==> src/rtl/bus_arb_pkg.sv <==
package bus_arb_pkg;
   localparam int unsigned OWNER_N  = 5;
   localparam int unsigned IDX_CPU  = 0;
   localparam int unsigned IDX_DMA  = 1;
   localparam int unsigned IDX_EDMA = 2;
   localparam int unsigned IDX_EXT  = 3;
   localparam int unsigned IDX_REF  = 4;

   typedef enum logic [1:0] {
      PH_OWNED   = 2'd0,
      PH_PREP    = 2'd1,
      PH_LENT    = 2'd2,
      PH_RECLAIM = 2'd3
   } phase_e;
endpackage

==> src/rtl/bus_arb_prio.sv <==
module bus_arb_prio #(
   parameter int unsigned N = 5
) (
   input  logic [N-1:0] req,
   output logic [N-1:0] win
);
   logic [N:0] above;
   assign above[N] = 1'b0;

   for (genvar gi = N - 1; gi >= 0; gi--) begin : g_lvl
      assign above[gi] = above[gi+1] | req[gi];
      assign win[gi]   = req[gi] & ~above[gi+1];
   end
endmodule

==> src/rtl/bus_arb_pair_sel.sv <==
module bus_arb_pair_sel #(
   parameter bit ALTERNATE_ONLY = 1'b0,
   parameter bit RESET_CH       = 1'b0
) (
   input  logic       clk,
   input  logic       rst_n,
   input  logic       load,
   input  logic [1:0] req,
   input  logic       rotate,
   output logic       ch
);
   logic rot_eff;
   logic pick;

   if (ALTERNATE_ONLY) begin : g_alt
      assign rot_eff = 1'b1 | rotate;
   end else begin : g_mode
      assign rot_eff = rotate;
   end

   always_comb begin
      if (req == 2'b11) pick = rot_eff ? ~ch : 1'b0;
      else              pick = req[1];
   end

   always_ff @(posedge clk or negedge rst_n) begin
      if (!rst_n)    ch <= RESET_CH;
      else if (load) ch <= pick;
   end
endmodule

==> src/rtl/bus_arb_ext_fsm.sv <==
module bus_arb_ext_fsm
   import bus_arb_pkg::*;
(
   input  logic   clk,
   input  logic   rst_n,
   input  logic   free,
   input  logic   ext_win,
   input  logic   ext_req_n,
   output phase_e phase,
   output logic   arb_en
);
   phase_e phase_nx;

   assign arb_en = free && ((phase == PH_OWNED) || (phase == PH_RECLAIM));

   always_comb begin
      phase_nx = phase;
      unique case (phase)
         PH_OWNED, PH_RECLAIM: begin
            if (arb_en) phase_nx = ext_win ? PH_PREP : PH_OWNED;
         end
         PH_PREP: phase_nx = PH_LENT;
         PH_LENT: if (ext_req_n) phase_nx = PH_RECLAIM;
         default: phase_nx = PH_OWNED;
      endcase
   end

   always_ff @(posedge clk or negedge rst_n) begin
      if (!rst_n) phase <= PH_OWNED;
      else        phase <= phase_nx;
   end
endmodule

==> src/rtl/bus_arb_top.sv <==
module bus_arb_top
   import bus_arb_pkg::*;
#(
   parameter int unsigned N_MASTERS = 5,
   parameter int unsigned N_CH      = 2
) (
   input  logic                 clk,
   input  logic                 rst_n,
   input  logic                 refresh_req,
   input  logic                 ext_req_n,
   input  logic [N_CH-1:0]      edma_req,
   input  logic [N_CH-1:0]      dma_req,
   input  logic                 dma_rr_mode,
   input  logic                 bus_busy,
   input  logic                 bus_lock,
   output logic [N_MASTERS-1:0] grant,
   output logic                 edma_ch,
   output logic                 dma_ch,
   output logic                 ext_ack_n,
   output logic                 bus_oe,
   output logic                 strobe_neg
);
   localparam logic [N_MASTERS-1:0] RESET_GRANT = N_MASTERS'(1) << IDX_CPU;

   if (N_MASTERS != OWNER_N) begin : g_bad_masters
      $error("bus_arb_top: N_MASTERS must equal the fixed owner count");
   end
   if (N_CH != 2) begin : g_bad_ch
      $error("bus_arb_top: each DMA engine must have exactly two channels");
   end

   logic [N_MASTERS-1:0] req_vec;
   logic [N_MASTERS-1:0] win;
   logic                 free;
   logic                 arb_en;
   phase_e               phase;

   always_comb begin
      req_vec           = '0;
      req_vec[IDX_CPU]  = 1'b1;
      req_vec[IDX_DMA]  = |dma_req;
      req_vec[IDX_EDMA] = |edma_req;
      req_vec[IDX_EXT]  = ~ext_req_n;
      req_vec[IDX_REF]  = refresh_req;
   end

   assign free = ~bus_busy & ~bus_lock;

   bus_arb_prio #(.N(N_MASTERS)) u_prio (
      .req (req_vec),
      .win (win)
   );

   bus_arb_ext_fsm u_fsm (
      .clk       (clk),
      .rst_n     (rst_n),
      .free      (free),
      .ext_win   (win[IDX_EXT]),
      .ext_req_n (ext_req_n),
      .phase     (phase),
      .arb_en    (arb_en)
   );

   bus_arb_pair_sel #(.ALTERNATE_ONLY(1'b1), .RESET_CH(1'b0)) u_edma_sel (
      .clk    (clk),
      .rst_n  (rst_n),
      .load   (arb_en & win[IDX_EDMA]),
      .req    (edma_req),
      .rotate (1'b1),
      .ch     (edma_ch)
   );

   bus_arb_pair_sel #(.ALTERNATE_ONLY(1'b0), .RESET_CH(1'b0)) u_dma_sel (
      .clk    (clk),
      .rst_n  (rst_n),
      .load   (arb_en & win[IDX_DMA]),
      .req    (dma_req),
      .rotate (dma_rr_mode),
      .ch     (dma_ch)
   );

   always_ff @(posedge clk or negedge rst_n) begin
      if (!rst_n)      grant <= RESET_GRANT;
      else if (arb_en) grant <= win;
   end

   assign ext_ack_n  = (phase != PH_LENT);
   assign bus_oe     = (phase == PH_OWNED) || (phase == PH_RECLAIM);
   assign strobe_neg = (phase != PH_OWNED);
endmodule

==> config.mk <==
export PLATFORM = sky130hd
export DESIGN_NAME = bus_arb_top
export DESIGN_NICKNAME = d
export VERILOG_FILES = /design/src/rtl/bus_arb_pkg.sv /design/src/rtl/bus_arb_prio.sv /design/src/rtl/bus_arb_pair_sel.sv /design/src/rtl/bus_arb_ext_fsm.sv /design/src/rtl/bus_arb_top.sv
export SDC_FILE = /design/constraint.sdc
export NUM_CORES = 1
export LEC_CHECK = 0
export ABC_AREA = 1
export BUFFER_PORTS_ARGS = -buffer_cell sky130_fd_sc_hd__buf_2
export CAP_MARGIN = 20
export CORE_AREA = 3 3 40 42
export DETAILED_ROUTE_END_ITERATION = 10
export DIE_AREA = 0 0 43 45
export PLACE_DENSITY = 0.79
export SETUP_SLACK_MARGIN = 0.2
export SYNTH_ARGS = -nofsm -noshare
export SYNTH_HDL_FRONTEND = slang
export SYNTH_HIERARCHICAL = 1
export SYNTH_SLANG_ARGS = --single-unit
==> constraint.sdc <==
create_clock -name clk -period 3.7 [get_ports clk]
set_clock_uncertainty 0.2 [all_clocks]
set_input_delay 0.74 -clock clk [delete_from_list [all_inputs] [get_ports clk]]
set_output_delay 0.74 -clock clk [all_outputs]
set_load 0.01 [all_outputs]
=== Yosys cells after proc, flatten, opt, wreduce, memory -nomap -nowiden ===
Cells that the tools add are included.

* Equality and inequality tests: 8
* Muxes and demuxes: 7
* Bitwise gates (word level): 18
* Reductions and logical operators: 8

{| class="wikitable"
|+ Operator list
! cell !! number
|-
| inverter 1 bit || 9
|-
| == test 2 bit, second input constant || 4
|-
| AND 1 bit || 6
|-
| inequality test 2 bit, second input constant || 3
|-
| case mux 2 bit (3 select lines) || 1
|-
| OR reduction 2 bit || 3
|-
| two-way mux 1 bit || 4
|-
| two-way mux 2 bit || 2
|-
| bitwise OR 1 bit || 3
|-
| == test 2 x 1 -> 1 bit, second input constant || 1
|-
| logical NOT 2 bit || 1
|-
| AND reduction 2 bit || 1
|-
| nonzero test 2 bit || 1
|-
| logical AND 1 bit || 1
|-
| logical OR 1 bit || 1
|}

* Bits in registers: 9
* Output and inout port bits: 10
* Word-level logic and storage cells: 45

=== Longest topological paths before layout ===
* Word-level depth: 6
* Depth in mapped cells: 10
* Mapped depth without buffers: 10

=== By module ===
Netlist, hierarchy kept.

{| class="wikitable"
|+ By module, submodules not included
! module !! instances !! cells an instance !! area an instance (um2)
|-
| bus_arb_top || 1 || 35 || 261.5
|-
| bus_arb_ext_fsm || 1 || 21 || 131.4
|-
| bus_arb_pair_sel (u_dma_sel) || 1 || 9 || 57.6
|-
| bus_arb_pair_sel (u_edma_sel) || 1 || 8 || 51.3
|-
| bus_arb_prio || 1 || 11 || 46.3
|}

=== Least setup slack after synthesis ===
No wires, ideal clock.

* Kind: input -> register
* Start: input edma_req[1]
* End: register u_dma_sel.ch
* Setup time: 116 ps
* Arrival time: 1474 ps
* Path slack: 1909 ps
* Cell stages on the path: 8
* Buffers on the path: 0
* Cell sequence: or2_2 inv_1 nand2_1 nor2_1 nand2_1 inv_1 or2_0 nand2_1

* Word-level cells in the longest chain between the ends: 5

{| class="wikitable"
|+ Ends and longest elaborated chain
! what !! line !! source
|-
| start: declaration || bus_arb_top.sv:11 || <nowiki>input logic [N_CH-1:0] edma_req,</nowiki>
|-
| OR reduction 2 bit || bus_arb_top.sv:42 || <nowiki>req_vec[IDX_EDMA] = |edma_req;</nowiki>
|-
| bitwise OR 1 bit || bus_arb_prio.sv:11 || <nowiki>assign above[gi] = above[gi+1] | req[gi];</nowiki>
|-
| inverter 1 bit || bus_arb_prio.sv:12 || <nowiki>assign win[gi] = req[gi] & ~above[gi+1];</nowiki>
|-
| AND 1 bit || bus_arb_prio.sv:12 ||
|-
| via win[1] || bus_arb_top.sv:33 || <nowiki>logic [N_MASTERS-1:0] win;</nowiki>
|-
| AND 1 bit || bus_arb_top.sv:76 || <nowiki>.load (arb_en & win[IDX_DMA]),</nowiki>
|-
| end signal: assignment || bus_arb_pair_sel.sv:28 || <nowiki>else if (load) ch <= pick;</nowiki>
|-
| end: declaration || bus_arb_pair_sel.sv:10 || <nowiki>output logic ch</nowiki>
|}

The timed path passes the listed nets, and every way through them passes these cells.
A chain may end at the register's enable or synchronous reset.

=== Final worst setup path ===
* Start: register u_fsm.phase[1]
* End: output bus_oe

* Word-level cells in the longest chain between the ends: 2

{| class="wikitable"
|+ Ends and longest elaborated chain
! what !! line !! source
|-
| start: declaration || bus_arb_ext_fsm.sv:9 || <nowiki>output phase_e phase,</nowiki>
|-
| start signal: assignment || bus_arb_ext_fsm.sv:30 || <nowiki>else phase <= phase_nx;</nowiki>
|-
| == test 2 bit / logical NOT 2 bit (equally long branches) || bus_arb_top.sv:88 || <nowiki>assign bus_oe = (phase == PH_OWNED) || (phase == PH_RECLAIM);</nowiki>
|-
| logical OR 1 bit * || bus_arb_top.sv:88 ||
|-
| end: declaration || bus_arb_top.sv:20 || <nowiki>output logic bus_oe,</nowiki>
|}

Mark *: on every way between the ends. The rest lies on a longest branch, timed or not.

==> impl_metrics.py <==
metrics = {
    "outcome": {
        "run_status": "complete, no violations",
    },
    "placed_design": {
        "pre_cts_ws_ps": 1700,
        "gp_congestion": 0.788,
        "dp_hpwl_um": 858,
        "io_buffers": 20,
    },
    "cts": {
        "cts_root_buffer": "clkbuf_4",
        "holdBufCountCts": 0,
        "cts-buffers-inserted": 3,
        "cts_max_level": 1,
        "numClockSinks": 9,
        "clock_path_buffers": 2,
        "cts_tree": "done",
        "clkLatencyLatePin_ps": 250,
        "cts_setup_buffers": 0,
        "cts_resized": 0,
        "clk_pin_slew_ps": 60,
    },
    "yosys": {
        "ys_ff_latch": 9,
        "synth_nets": 98,
        "synth_warnings": 6,
        "synth_seq_area_share_pct": 41.3,
        "synth.distinct_cells": 13,
        "synthesis.area_sq_um": 548,
        "postSynthAreaPerCell_sq_um": 6.52,
        "syn_inst": 84,
    },
    "sta": {
        "finalWorstSetupSlack_ps": 1640,
        "rsz0062_at_grt": "no",
        "max_freq_ghz": 0.484,
        "hold_viol_final": 0,
        "setup_viol_count_final": 0,
        "whs_ps": 126,
        "min_period_ps": 2060,
        "drv_slew": 0,
        "finalCritPeriodShare_pct": 55.8,
        "tns_ps": 0,
    },
    "job": {
        "cap_violations": 0,
    },
    "cells_and_area": {
        "layout_commonest_cell": "nand2_1",
        "layout_common_cells": "39 x nand2_1, 20 x inv_1, 20 x buf_2",
        "fin_util_pct": 53.4,
        "syn_to_final_growth_pct": 25.1,
        "regArea_sq_um": 226,
        "drive_above_1_share_pct": 25.2,
        "fillers": 134,
        "antennaDiodeCount": 0,
        "final_nets": 122,
        "multiInputGateArea_sq_um": 235,
    },
    "floorplanning": {
        "die_w_um": 43,
        "dieArea_sq_um": 1940,
        "initial_core_util_pct": 42.6,
        "die_y_um": 45,
        "io_pins": 21,
        "core_sq_um": 1280,
        "rows": 13,
    },
    "critical_path": {
        "crit_fanout": 4,
        "path_class": "reg -> out",
        "crit_arrival_ps": 1120,
        "end_kind": "output pin",
        "start_kind": "register",
        "reg2reg_slack_ps": 2060,
        "critPathRequiredTime_ps": 2760,
    },
    "global_route": {
        "antenna_found_initial": 0,
        "track_usage_pct": 12.6,
        "overflow": 0,
        "grt_pass1_vias": 484,
        "grt_max_degree": 10,
        "grt_pass1_wl_mm": 1.81,
    },
    "routing": {
        "drtIter0Drc": 8,
        "wirelength_mm": 1.03,
        "vias_per_cell": 4.24,
        "routedWlPerCell_um": 8.44,
        "drtAntennaViolNets": 0,
        "firstDrtPassIters": 4,
        "num_vias": 517,
        "drc": 0,
    },
    "pwr": {
        "powerDensity_nw_per_um2": 665,
        "ir_drop_uv": 335,
        "p_leak_uw": 0.000473,
    },
    "min_path": {
        "min_path_type": "in -> async",
    },
}
==> through the flow <==
stage | cell area (sq um) | total power (uW) | cells
after floorplan | 548 | 306 | 84
after global placement | 659 | 374 | 118
after detailed placement | 659 | 383 | 118
after CTS | 686 | 460 | 122
after global routing | 686 | 502 | 122
final | 686 | 456 | 122
==> flip-flops by register name (all words and copies together), names as in the netlist <==
name,flops
u_dma_sel/ch,1
u_edma_sel/ch,1
u_fsm/phase,2
grant,5
==> synth_stat cells <==
| cell type | instances | share of area, % |
|---|---|---|
| inv_1 | 20 | 14 |
| nand3_1 | 1 | 0.91 |
| or2_2 | 2 | 2.3 |
| inv_2 | 1 | 0.68 |
| nor2_1 | 5 | 3.4 |
| conb_1 | 1 | 0.68 |
| dfstp_2 | 1 | 4.8 |
| dfrtp_1 | 8 | 37 |
| buf_4 | 1 | 1.4 |
| nand2_1 | 39 | 27 |
| ha_1 | 3 | 6.9 |
| nor3_1 | 1 | 0.91 |
| or2_0 | 1 | 1.1 |
==> power by group <==
group	total [uW]	switching [uW]	internal, uW
Combinational	223	132	90.7
Clock	75.0	33.5	41.5
Sequential	158	22.6	136
Total	456	188	268
==> worst max-delay path: stages, from the launching register on <==
cell and delay, ps:
dfrtp_1 390, inv_1 60, ha_1 260, inv_1 50, buf_2 110
==> cells by family (layout without fill, tap and decap cells) <==
family	Yosys count	count (layout)	share of synthesized area, %
adders and majority gates	3	3	6.85
and+or+nand+nor	49	49	35.4
DFF	9	9	41.3
other	1	1	0.684
buffers and inverters	22	45	15.8
==> final cells by class <==
cell class | count | share of cell area [%]
Clock buffer | 4 | 3.83
Sequential cell | 9 | 33.0
Tap cell | 15 | 2.74
Inverter | 21 | 11.5
Timing Repair Buffer | 20 | 14.6
Multi-Input combinational cell | 53 | 34.3
==> path summary, 6_finish.rpt <==
path | from | endpoint | cells past startpoint
worst max-delay path | u_fsm/phase[1] | bus_oe | 4
worst min-delay path | rst_n | u_edma_sel/ch | 1
worst max register to register | u_fsm/phase[1] | u_dma_sel/ch | 7
worst min register to register | grant[0] | grant[0] | 2
max in group asynchronous | rst_n | grant[0] | 1
min in group clk | grant[0] | grant[0] | 2
==> per-layer routing <==
metal  GRT usage (%)  share of wire, %  vias up
met5               0                 0        -
met4            7.23               1.5        0
met3            3.98               8.5        4
met2            18.6                43       20
met1            16.4                47      215
li1                -                 -      278
Power figures use the tool's default switching activity.
